==> src/rtl/scl_ctrl_pkg.sv <==
package scl_ctrl_pkg;
    localparam int DW   = 32;
    localparam int WH_W = 16;

    localparam logic [2:0] A_GO     = 3'd0;
    localparam logic [2:0] A_STATUS = 3'd1;
    localparam logic [2:0] A_WIDTH  = 3'd2;
    localparam logic [2:0] A_HEIGHT = 3'd3;
    localparam logic [2:0] A_HBANK  = 3'd4;
    localparam logic [2:0] A_VBANK  = 3'd5;
endpackage

==> src/rtl/scl_pending_regs.sv <==
module scl_pending_regs
    import scl_ctrl_pkg::*;
#(
    parameter int NBANK  = 6,
    parameter int BANK_W = 3
) (
    input  logic              clk,
    input  logic              rst,
    input  logic              wr,
    input  logic              rd,
    input  logic [2:0]        addr,
    input  logic [DW-1:0]     wdata,
    input  logic              status_i,
    output logic              go_o,
    output logic [WH_W-1:0]   width_o,
    output logic [WH_W-1:0]   height_o,
    output logic [BANK_W-1:0] hbank_o,
    output logic [BANK_W-1:0] vbank_o,
    output logic [DW-1:0]     rdata_o
);
    typedef struct packed {
        logic              go;
        logic [WH_W-1:0]   w;
        logic [WH_W-1:0]   h;
        logic [BANK_W-1:0] hb;
        logic [BANK_W-1:0] vb;
        logic [DW-1:0]     rdata;
    } regs_t;

    regs_t s_d, s_q;
    logic  bank_ok;

    assign bank_ok = (wdata < DW'(NBANK));

    always_comb begin
        s_d = s_q;
        s_d.rdata = '0;
        if (rd && addr == A_STATUS) s_d.rdata = DW'(status_i);
        if (wr) begin
            case (addr)
                A_GO:     s_d.go = wdata[0];
                A_WIDTH:  s_d.w  = wdata[WH_W-1:0];
                A_HEIGHT: s_d.h  = wdata[WH_W-1:0];
                A_HBANK:  if (bank_ok) s_d.hb = wdata[BANK_W-1:0];
                A_VBANK:  if (bank_ok) s_d.vb = wdata[BANK_W-1:0];
                default:  ;
            endcase
        end
    end

    always_ff @(posedge clk) begin
        if (rst) s_q <= '0;
        else     s_q <= s_d;
    end

    assign go_o     = s_q.go;
    assign width_o  = s_q.w;
    assign height_o = s_q.h;
    assign hbank_o  = s_q.hb;
    assign vbank_o  = s_q.vb;
    assign rdata_o  = s_q.rdata;


    bank_range_chk: assert property (@(posedge clk) disable iff (rst)
        (int'(hbank_o) < NBANK) && (int'(vbank_o) < NBANK));

    rd_other_zero_chk: assert property (@(posedge clk) disable iff (rst)
        (rd && addr != A_STATUS) |=> (rdata_o == '0));

    go_bit_only_chk: assert property (@(posedge clk) disable iff (rst)
        (wr && addr == A_GO) |=> (go_o == $past(wdata[0])));
endmodule

==> src/rtl/scl_frame_seq.sv <==
module scl_frame_seq
    import scl_ctrl_pkg::*;
#(
    parameter int BANK_W = 3
) (
    input  logic              clk,
    input  logic              rst,
    input  logic              frame_req,
    input  logic              frame_done,
    input  logic              go_i,
    input  logic [WH_W-1:0]   pw,
    input  logic [WH_W-1:0]   ph,
    input  logic [BANK_W-1:0] phb,
    input  logic [BANK_W-1:0] pvb,
    output logic              ack_o,
    output logic              status_o,
    output logic [WH_W-1:0]   aw,
    output logic [WH_W-1:0]   ah,
    output logic [BANK_W-1:0] ahb,
    output logic [BANK_W-1:0] avb
);
    typedef struct packed {
        logic              ack;
        logic              busy;
        logic [WH_W-1:0]   w;
        logic [WH_W-1:0]   h;
        logic [BANK_W-1:0] hb;
        logic [BANK_W-1:0] vb;
    } seq_t;

    seq_t s_d, s_q;
    logic accept;

    assign accept = frame_req && go_i && !s_q.busy;

    always_comb begin
        s_d = s_q;
        s_d.ack = accept;
        if (accept) begin
            s_d.busy = 1'b1;
            s_d.w    = pw;
            s_d.h    = ph;
            s_d.hb   = phb;
            s_d.vb   = pvb;
        end else if (frame_done) begin
            s_d.busy = 1'b0;
        end
    end

    always_ff @(posedge clk) begin
        if (rst) s_q <= '0;
        else     s_q <= s_d;
    end

    assign ack_o    = s_q.ack;
    assign status_o = s_q.busy;
    assign aw       = s_q.w;
    assign ah       = s_q.h;
    assign ahb      = s_q.hb;
    assign avb      = s_q.vb;


    ack_single_chk: assert property (@(posedge clk) disable iff (rst)
        ack_o |=> !ack_o);

    ack_busy_chk: assert property (@(posedge clk) disable iff (rst)
        ack_o |-> status_o);

    hold_busy_chk: assert property (@(posedge clk) disable iff (rst)
        (status_o && !frame_done) |=> status_o);

    active_frozen_chk: assert property (@(posedge clk) disable iff (rst)
        !ack_o |-> ($stable(aw) && $stable(ah) && $stable(ahb) && $stable(avb)));

    done_clear_chk: assert property (@(posedge clk) disable iff (rst)
        (status_o && frame_done) |=> !status_o);
endmodule

==> src/rtl/scl_coef_guard.sv <==
module scl_coef_guard #(
    parameter int NBANK  = 6,
    parameter int BANK_W = 3,
    parameter int CA_W   = 8,
    parameter int CD_W   = 16
) (
    input  logic              clk,
    input  logic              rst,
    input  logic              status_i,
    input  logic [BANK_W-1:0] act_hb,
    input  logic [BANK_W-1:0] act_vb,
    input  logic              wr_i,
    input  logic [BANK_W-1:0] bank_i,
    input  logic [CA_W-1:0]   addr_i,
    input  logic [CD_W-1:0]   data_i,
    output logic              we_o,
    output logic [BANK_W-1:0] bank_o,
    output logic [CA_W-1:0]   addr_o,
    output logic [CD_W-1:0]   data_o,
    output logic              err_o
);
    typedef struct packed {
        logic              we;
        logic              err;
        logic [BANK_W-1:0] bank;
        logic [CA_W-1:0]   addr;
        logic [CD_W-1:0]   data;
    } cw_t;

    cw_t  s_d, s_q;
    logic in_use, in_range;

    assign in_range = (int'(bank_i) < NBANK);
    assign in_use   = status_i && (bank_i == act_hb || bank_i == act_vb);

    always_comb begin
        s_d     = s_q;
        s_d.we  = 1'b0;
        s_d.err = 1'b0;
        if (wr_i) begin
            if (in_range && !in_use) begin
                s_d.we   = 1'b1;
                s_d.bank = bank_i;
                s_d.addr = addr_i;
                s_d.data = data_i;
            end else begin
                s_d.err = 1'b1;
            end
        end
    end

    always_ff @(posedge clk) begin
        if (rst) s_q <= '0;
        else     s_q <= s_d;
    end

    assign we_o   = s_q.we;
    assign err_o  = s_q.err;
    assign bank_o = s_q.bank;
    assign addr_o = s_q.addr;
    assign data_o = s_q.data;


    we_err_excl_chk: assert property (@(posedge clk) disable iff (rst)
        !(we_o && err_o));

    active_block_chk: assert property (@(posedge clk) disable iff (rst)
        (wr_i && status_i && (bank_i == act_hb || bank_i == act_vb)) |=> (err_o && !we_o));

    fwd_chk: assert property (@(posedge clk) disable iff (rst)
        we_o |-> (bank_o == $past(bank_i) && data_o == $past(data_i) && $past(wr_i)));
endmodule

==> src/rtl/scaler_ctrl.sv <==
module scaler_ctrl
    import scl_ctrl_pkg::*;
#(
    parameter int NBANK  = 6,
    parameter int CA_W   = 8,
    parameter int CD_W   = 16,
    localparam int BANK_W = (NBANK > 1) ? $clog2(NBANK) : 1
) (
    input  logic              clk,
    input  logic              rst,
    input  logic              reg_wr,
    input  logic              reg_rd,
    input  logic [2:0]        reg_addr,
    input  logic [31:0]       reg_wdata,
    output logic [31:0]       reg_rdata,
    input  logic              frame_req,
    input  logic              frame_done,
    output logic              frame_start_ack,
    output logic [15:0]       act_width,
    output logic [15:0]       act_height,
    output logic [BANK_W-1:0] act_hbank,
    output logic [BANK_W-1:0] act_vbank,
    input  logic              coef_wr,
    input  logic [BANK_W-1:0] coef_bank,
    input  logic [CA_W-1:0]   coef_addr,
    input  logic [CD_W-1:0]   coef_data,
    output logic              coef_we_o,
    output logic [BANK_W-1:0] coef_bank_o,
    output logic [CA_W-1:0]   coef_addr_o,
    output logic [CD_W-1:0]   coef_data_o,
    output logic              coef_err
);
    logic              go, busy;
    logic [WH_W-1:0]   p_w, p_h;
    logic [BANK_W-1:0] p_hb, p_vb;

    scl_pending_regs #(.NBANK(NBANK), .BANK_W(BANK_W)) u_regs (
        .clk(clk), .rst(rst), .wr(reg_wr), .rd(reg_rd), .addr(reg_addr),
        .wdata(reg_wdata), .status_i(busy), .go_o(go), .width_o(p_w),
        .height_o(p_h), .hbank_o(p_hb), .vbank_o(p_vb), .rdata_o(reg_rdata)
    );

    scl_frame_seq #(.BANK_W(BANK_W)) u_seq (
        .clk(clk), .rst(rst), .frame_req(frame_req), .frame_done(frame_done),
        .go_i(go), .pw(p_w), .ph(p_h), .phb(p_hb), .pvb(p_vb),
        .ack_o(frame_start_ack), .status_o(busy), .aw(act_width),
        .ah(act_height), .ahb(act_hbank), .avb(act_vbank)
    );

    scl_coef_guard #(.NBANK(NBANK), .BANK_W(BANK_W), .CA_W(CA_W), .CD_W(CD_W)) u_guard (
        .clk(clk), .rst(rst), .status_i(busy), .act_hb(act_hbank),
        .act_vb(act_vbank), .wr_i(coef_wr), .bank_i(coef_bank),
        .addr_i(coef_addr), .data_i(coef_data), .we_o(coef_we_o),
        .bank_o(coef_bank_o), .addr_o(coef_addr_o), .data_o(coef_data_o),
        .err_o(coef_err)
    );


    no_start_idle_chk: assert property (@(posedge clk) disable iff (rst)
        (frame_req && !go) |=> !frame_start_ack);
endmodule

==> config.mk <==
export PLATFORM = sky130hd
export DESIGN_NAME = scaler_ctrl
export DESIGN_NICKNAME = d
export VERILOG_FILES = /design/src/rtl/scl_ctrl_pkg.sv /design/src/rtl/scl_pending_regs.sv /design/src/rtl/scl_frame_seq.sv /design/src/rtl/scl_coef_guard.sv /design/src/rtl/scaler_ctrl.sv
export SDC_FILE = /design/constraint.sdc
export NUM_CORES = 1
export LEC_CHECK = 0
export BUFFER_PORTS_ARGS = -buffer_cell sky130_fd_sc_hd__buf_2
export CORE_ASPECT_RATIO = 0.6
export CORE_MARGIN = 8
export CORE_UTILIZATION = 53
export DETAILED_ROUTE_END_ITERATION = 8
export GPL_ROUTABILITY_DRIVEN = 0
export PLACE_DENSITY = 0.92
export SLEW_MARGIN = 10
export SYNTH_ARGS = -nofsm -noshare
export SYNTH_HDL_FRONTEND = slang
export SYNTH_SLANG_ARGS = --single-unit
export TNS_END_PERCENT = 30
==> constraint.sdc <==
create_clock -name clk -period 5 [get_ports clk]
set_input_delay 1 -clock clk [delete_from_list [all_inputs] [get_ports clk]]
set_output_delay 1 -clock clk [all_outputs]
set_load 0.1 [all_outputs]
== Word-level counts from Yosys, hierarchy flattened ==
Index checks and enable logic that the tools add are counted.
Operators by class
  $lt $le $gt $ge: 2
  equal/unequal tests: 7
  mux-type cells: 4
  bitwise logic cells: 2
  reductions and logical operators: 18
Operators with widths (count)
  $lt 32x3->1 const B: 1
  $reduce_and 2->1: 4
  $eq 3x2->1 const B: 2
  $eq 3x3->1: 2
  $eq 3x3->1 const B: 2
  $reduce_and 3->1: 2
  $logic_and 1x1->1: 5
  $mux 1: 4
  $reduce_or 2->1: 2
  $eq 3x1->1 const B: 1
  $logic_not 3->1: 1
  $lt 3x3->1 const B: 1
  $logic_not 1->1: 2
  $not 1->1: 2
  $reduce_bool 2->1: 1
  $logic_or 1x1->1: 1
Word-level totals
  register bits: 140
  bits of input ports: 69
  output and inout bits: 100
  word-level logic and storage cells: 51

== Depth between registers and ports, before layout ==
  depth after elaboration: 6
  mapped depth: 6
  mapped depth without buffers: 4

== By module ==
A second synthesis with hierarchy kept.
Second synthesis, totals
  cells, all modules: 522
  area total of the unflattened synthesis: 5039.8 um2
Modules (own cells, without submodules)
  scl_pending_regs: instances 1, cells each 217, area an instance 1879.3 um2, seq. area each 800.8 um2
  scl_frame_seq: instances 1, cells each 172, area an instance 1799.2 um2, seq. area each 800.8 um2
  scl_coef_guard: instances 1, cells each 133, area an instance 1361.3 um2, seq. area each 580.6 um2

== Worst setup path before layout ==
Ideal clock, no wire load.
  kind: input-to-reg
  from: input reg_wdata[25]
  to: register u_regs.s_q, in the netlist u_regs.hbank_o[0]
  library setup time: 119 ps
  arrival: 2142 ps
  data required time: 4881 ps
  setup slack: 2739 ps
  stages on the path: 5
  path buffers: 1
  cell sequence: nor4_1 -> nand4_1 -> or4b_1 -> buf_2 -> mux2i_1
On the way
  cells in the longest elaborated chain, start to end: 2
Ends and longest elaborated chain
  start, declared: line scaler_ctrl.sv:14  | input logic [31:0] reg_wdata,
  $lt 32x3->1: line scl_pending_regs.sv:33  | assign bank_ok = (wdata < DW'(NBANK));
  $reduce_and 3->1 (no line)
  end signal, assigned: line scl_pending_regs.sv:52  | if (rst) s_q <= '0;
  end signal, assigned: line scl_pending_regs.sv:53  | else s_q <= s_d;
  end, declared: line scl_pending_regs.sv:30  | regs_t s_d, s_q;
Every way passes these cells.
A chain may end at the register's enable or synchronous reset.

== Worst setup path after layout ==
  from: input coef_bank[1]
  to: register u_guard.s_q, in the netlist u_guard.addr_o[6]
On the way
  cells in the longest elaborated chain, start to end: 6
  elaborated cells between the ends (all ways): 8
  those cells by class: 1 x order compare; 2 x eq/ne; 5 x reduce/logical
Ends and longest elaborated chain
  start, declared: line scaler_ctrl.sv:24  | input logic [BANK_W-1:0] coef_bank,
  $eq 3x3->1: line scl_coef_guard.sv:34  | assign in_use = status_i && (bank_i == act_hb || bank_i == act_vb);
  $logic_or 1x1->1: line scl_coef_guard.sv:34
  $logic_and 1x1->1: line scl_coef_guard.sv:34
  $logic_not 1->1: line scl_coef_guard.sv:41  | if (in_range && !in_use) begin
  $logic_and 1x1->1 (*): line scl_coef_guard.sv:41
  $reduce_and 2->1 (no line) (*)
  end signal, assigned: line scl_coef_guard.sv:53  | if (rst) s_q <= '0;
  end signal, assigned: line scl_coef_guard.sv:54  | else s_q <= s_d;
  end, declared: line scl_coef_guard.sv:30  | cw_t s_d, s_q;
Every way passes the cells marked *; elsewhere a longest branch is shown, timed or not.

==> results.toml <==
[cells_and_area]
drive_above_1_share = 0.246
synthToLayoutAreaGrowth_pct = 19.8
fin_nets = 712
final_util = 0.642
post-route-cell-area_um2 = 5350
fillCellCount = 716
final_cells = 760

[placed_design]
dp.cells = 744
placed_cell_area_um2 = 5060
io_buffers = 137
dp_hpwl_um = 8940
place_ws_ns = 2.25

[global_route]
met3_usage = 0.0565
grt_start_max_net_pins = 139
gr-total-overflow = 0
grt_use_total = 0.201
grt_pass1_wl_um = 19000
first_global_vias = 3873
antenna_found_initial = 1
met1_usage = 0.244
met2_usage = 0.331
busiest_layer = "met2"

[setup_path]
crit_arrival_ns = 2.66
cp_max_fo = 22
r2r_setup_slack_ns = 3.01
worst_ep_required_time_ns = 5.25
crit_type = "in -> reg"
worstSetupStartpointType = "primary input"
end_kind = "register"

[yosys]
synth-simple-area-share = 0.253
avgSynthCellArea_um2 = 8.49
yosys.cell_types.count = 28
synth_compound_area_frac = 0.0832
syn_inst = 526
muxShareOfSynthArea = 0.0762
synthAdderAreaFrac = 0
yosys_warnings = 0
synth_top_family_by_area = "simple AND/OR/NAND/NOR gates"
ys_seq_area_frac = 0.489
synth-xor-area-share = 0.0118
ys_ff_latch = 109
synth_area_um2 = 4460

[timing]
final_hold_viol_count = 0
tns_ns = 0
hold_slack_ns = 0.453
clock_skew_ns = 0.00505
fin_ws_ns = 2.60
period_needed_ns = 2.40
tightest_slew_ns = 1.13
setup-violations-final = 0
rsz0062_at_grt = "no"
slew_headroom = 0.247
period_share = 0.481
fmax_mhz = 416
drv_slew = 0

[clocking]
cts_tree = "yes"
root_buffer = "clkbuf_16"
clock-sinks = 109
clk_pin_slew_worst_paths_ns = 0.07
cts-resized-gates = 0
cts_setup_buffers = 0
cts_buffers = 9
clk_latency_ns = 0.34
cts_hold_buf = 0
cts_max_path_buffers = 2
htreeDepth = 3

[detailed_routing]
drt-pass1-iter-count = 5
wirelength_um = 12000
avgViaCountPerCell = 5.08
first_iter_violations = 358
final_antenna_net_count = 0
num_vias = 3858
drc = 0
wl_per_cell_um = 15.8

[outcome]
status = "finished clean"

[die]
ios = 169
core_region_area_um2 = 8330
die_x_um = 134
die_area_um2 = 11700
num_rows = 26
start_util = 0.536
die_h_um = 87.1

[power_and_ir_drop]
peakVddDrop_uv = 194
power_density_nw_per_um2 = 360
total_power_mw = 1.93
leakage_nw = 2.31

[job]
drv_cap = 0

[min_path]
hold_class = "reg -> reg"
worst max-delay path, stage by stage:
cell,delay [ns]
buf_2,0.13
xor2_1,0.19
o41ai_2,0.14
nor3b_2,0.47
buf_4,0.44
mux2i_1,0.26
cells in the mapped netlist:
library cell | number | area [µm²]
nand3b_1 | 1 | 7.51
conb_1 | 1 | 3.75
buf_2 | 1 | 5.00
nor3_1 | 1 | 5.00
dfxtp_1 | 109 | 2180
a21oi_1 | 71 | 355
nand2b_1 | 67 | 419
nor4bb_1 | 1 | 10.0
mux2i_1 | 34 | 340
or4b_1 | 1 | 10.0
nand4_1 | 2 | 12.5
inv_1 | 2 | 7.51
nor4b_1 | 1 | 8.76
nand3_1 | 1 | 5.00
buf_4 | 32 | 240
and3_1 | 1 | 6.26
nor2_1 | 7 | 26.3
buf_6 | 2 | 22.5
o41ai_2 | 1 | 16.3
clkbuf_1 | 23 | 86.3
nor4_1 | 8 | 50.1
buf_1 | 6 | 22.5
nor4_2 | 1 | 12.5
nor3b_1 | 1 | 7.51
xor2_1 | 6 | 52.6
or2_2 | 1 | 6.26
or3_1 | 1 | 6.26
nand2_1 | 143 | 537
flip-flops by register name, indices dropped and copies added (netlist names):
| register | count |
|---|---|
| u_seq.avb | 3 |
| u_regs.vbank_o | 3 |
| u_guard.bank_o | 3 |
| u_regs.rdata_o | 1 |
| u_seq.status_o | 1 |
| u_regs.hbank_o | 3 |
| u_regs.height_o | 16 |
| u_regs.go_o | 1 |
| u_seq.ah | 16 |
| u_guard.we_o | 1 |
| u_guard.data_o | 16 |
| u_seq.ahb | 3 |
| u_guard.addr_o | 8 |
| u_regs.width_o | 16 |
| u_guard.err_o | 1 |
| u_seq.aw | 16 |
| u_seq.ack_o | 1 |
report_power, final:
part / leakage, nW / switching, mW / internal [mW] / total (mW)
sequential: 0.884 / 0.0106 / 0.888 / 0.899
clock: 0.141 / 0.308 / 0.386 / 0.693
combinational: 1.29 / 0.275 / 0.0598 / 0.335
total: 2.31 / 0.594 / 1.33 / 1.93
layer usage:
layer	part of all wire	wire length [µm]	vias to the layer above
met4	0.024	285	0
met5	0	0	-
met2	0.48	5730	150
li1	-	-	1872
met1	0.43	5110	1813
met3	0.074	889	23
placed cells by master (no fill, tap or decap):
cell type,n
a21oi_1,71
and3_1,1
buf_2,136
buf_4,4
bufinv_16,1
clkbuf_16,9
clkinv_2,2
clkinv_4,2
clkinvlp_4,1
conb_1,31
dfxtp_1,109
diode_2,1
inv_1,2
mux2i_1,34
nand2_1,143
nand2b_1,67
nand3_1,1
nand3b_1,1
nand4_1,2
nor2_1,7
nor3_1,1
nor3b_2,1
nor4_1,8
nor4_2,1
nor4b_1,1
nor4bb_1,1
o41ai_2,1
or2_2,1
or3_1,1
or4b_1,1
xor2_1,6
cell type report:
cell class / instances / area (µm²) / share of cell area
Timing Repair Buffer: 140 / 711 / 0.133
Clock inverter: 6 / 65.1 / 0.0122
Clock buffer: 9 / 225 / 0.0421
Inverter: 2 / 7.51 / 0.00140
Sequential cell: 109 / 2180 / 0.408
Multi-Input combinational cell: 381 / 2020 / 0.377
Tap cell: 112 / 140 / 0.0262
Antenna cell: 1 / 2.50 / 0.000468
path summary, 6_finish.rpt:
| path | end | cells after the start | start |
|---|---|---|---|
| min reg2reg | u_seq.aw[7]$_SDFFE_PP0P_ | 2 | u_seq.aw[7]$_SDFFE_PP0P_ |
| max reg2reg | u_guard.addr_o[6]$_SDFFE_PP0P_ | 5 | u_seq.avb[1]$_SDFFE_PP0P_ |
| max | u_guard.addr_o[6]$_SDFFE_PP0P_ | 6 | coef_bank[1] |
| min | u_seq.aw[7]$_SDFFE_PP0P_ | 2 | u_seq.aw[7]$_SDFFE_PP0P_ |
cell families after synthesis:
family	count (synthesis)
other	1
AND/OR/NAND/NOR	238
XOR/XNOR	6
multiplexers	34
buffers and inverters	66
AO/OA/AOI/OAI	72
flip-flops	109
Power figures use the tool's default switching activity.
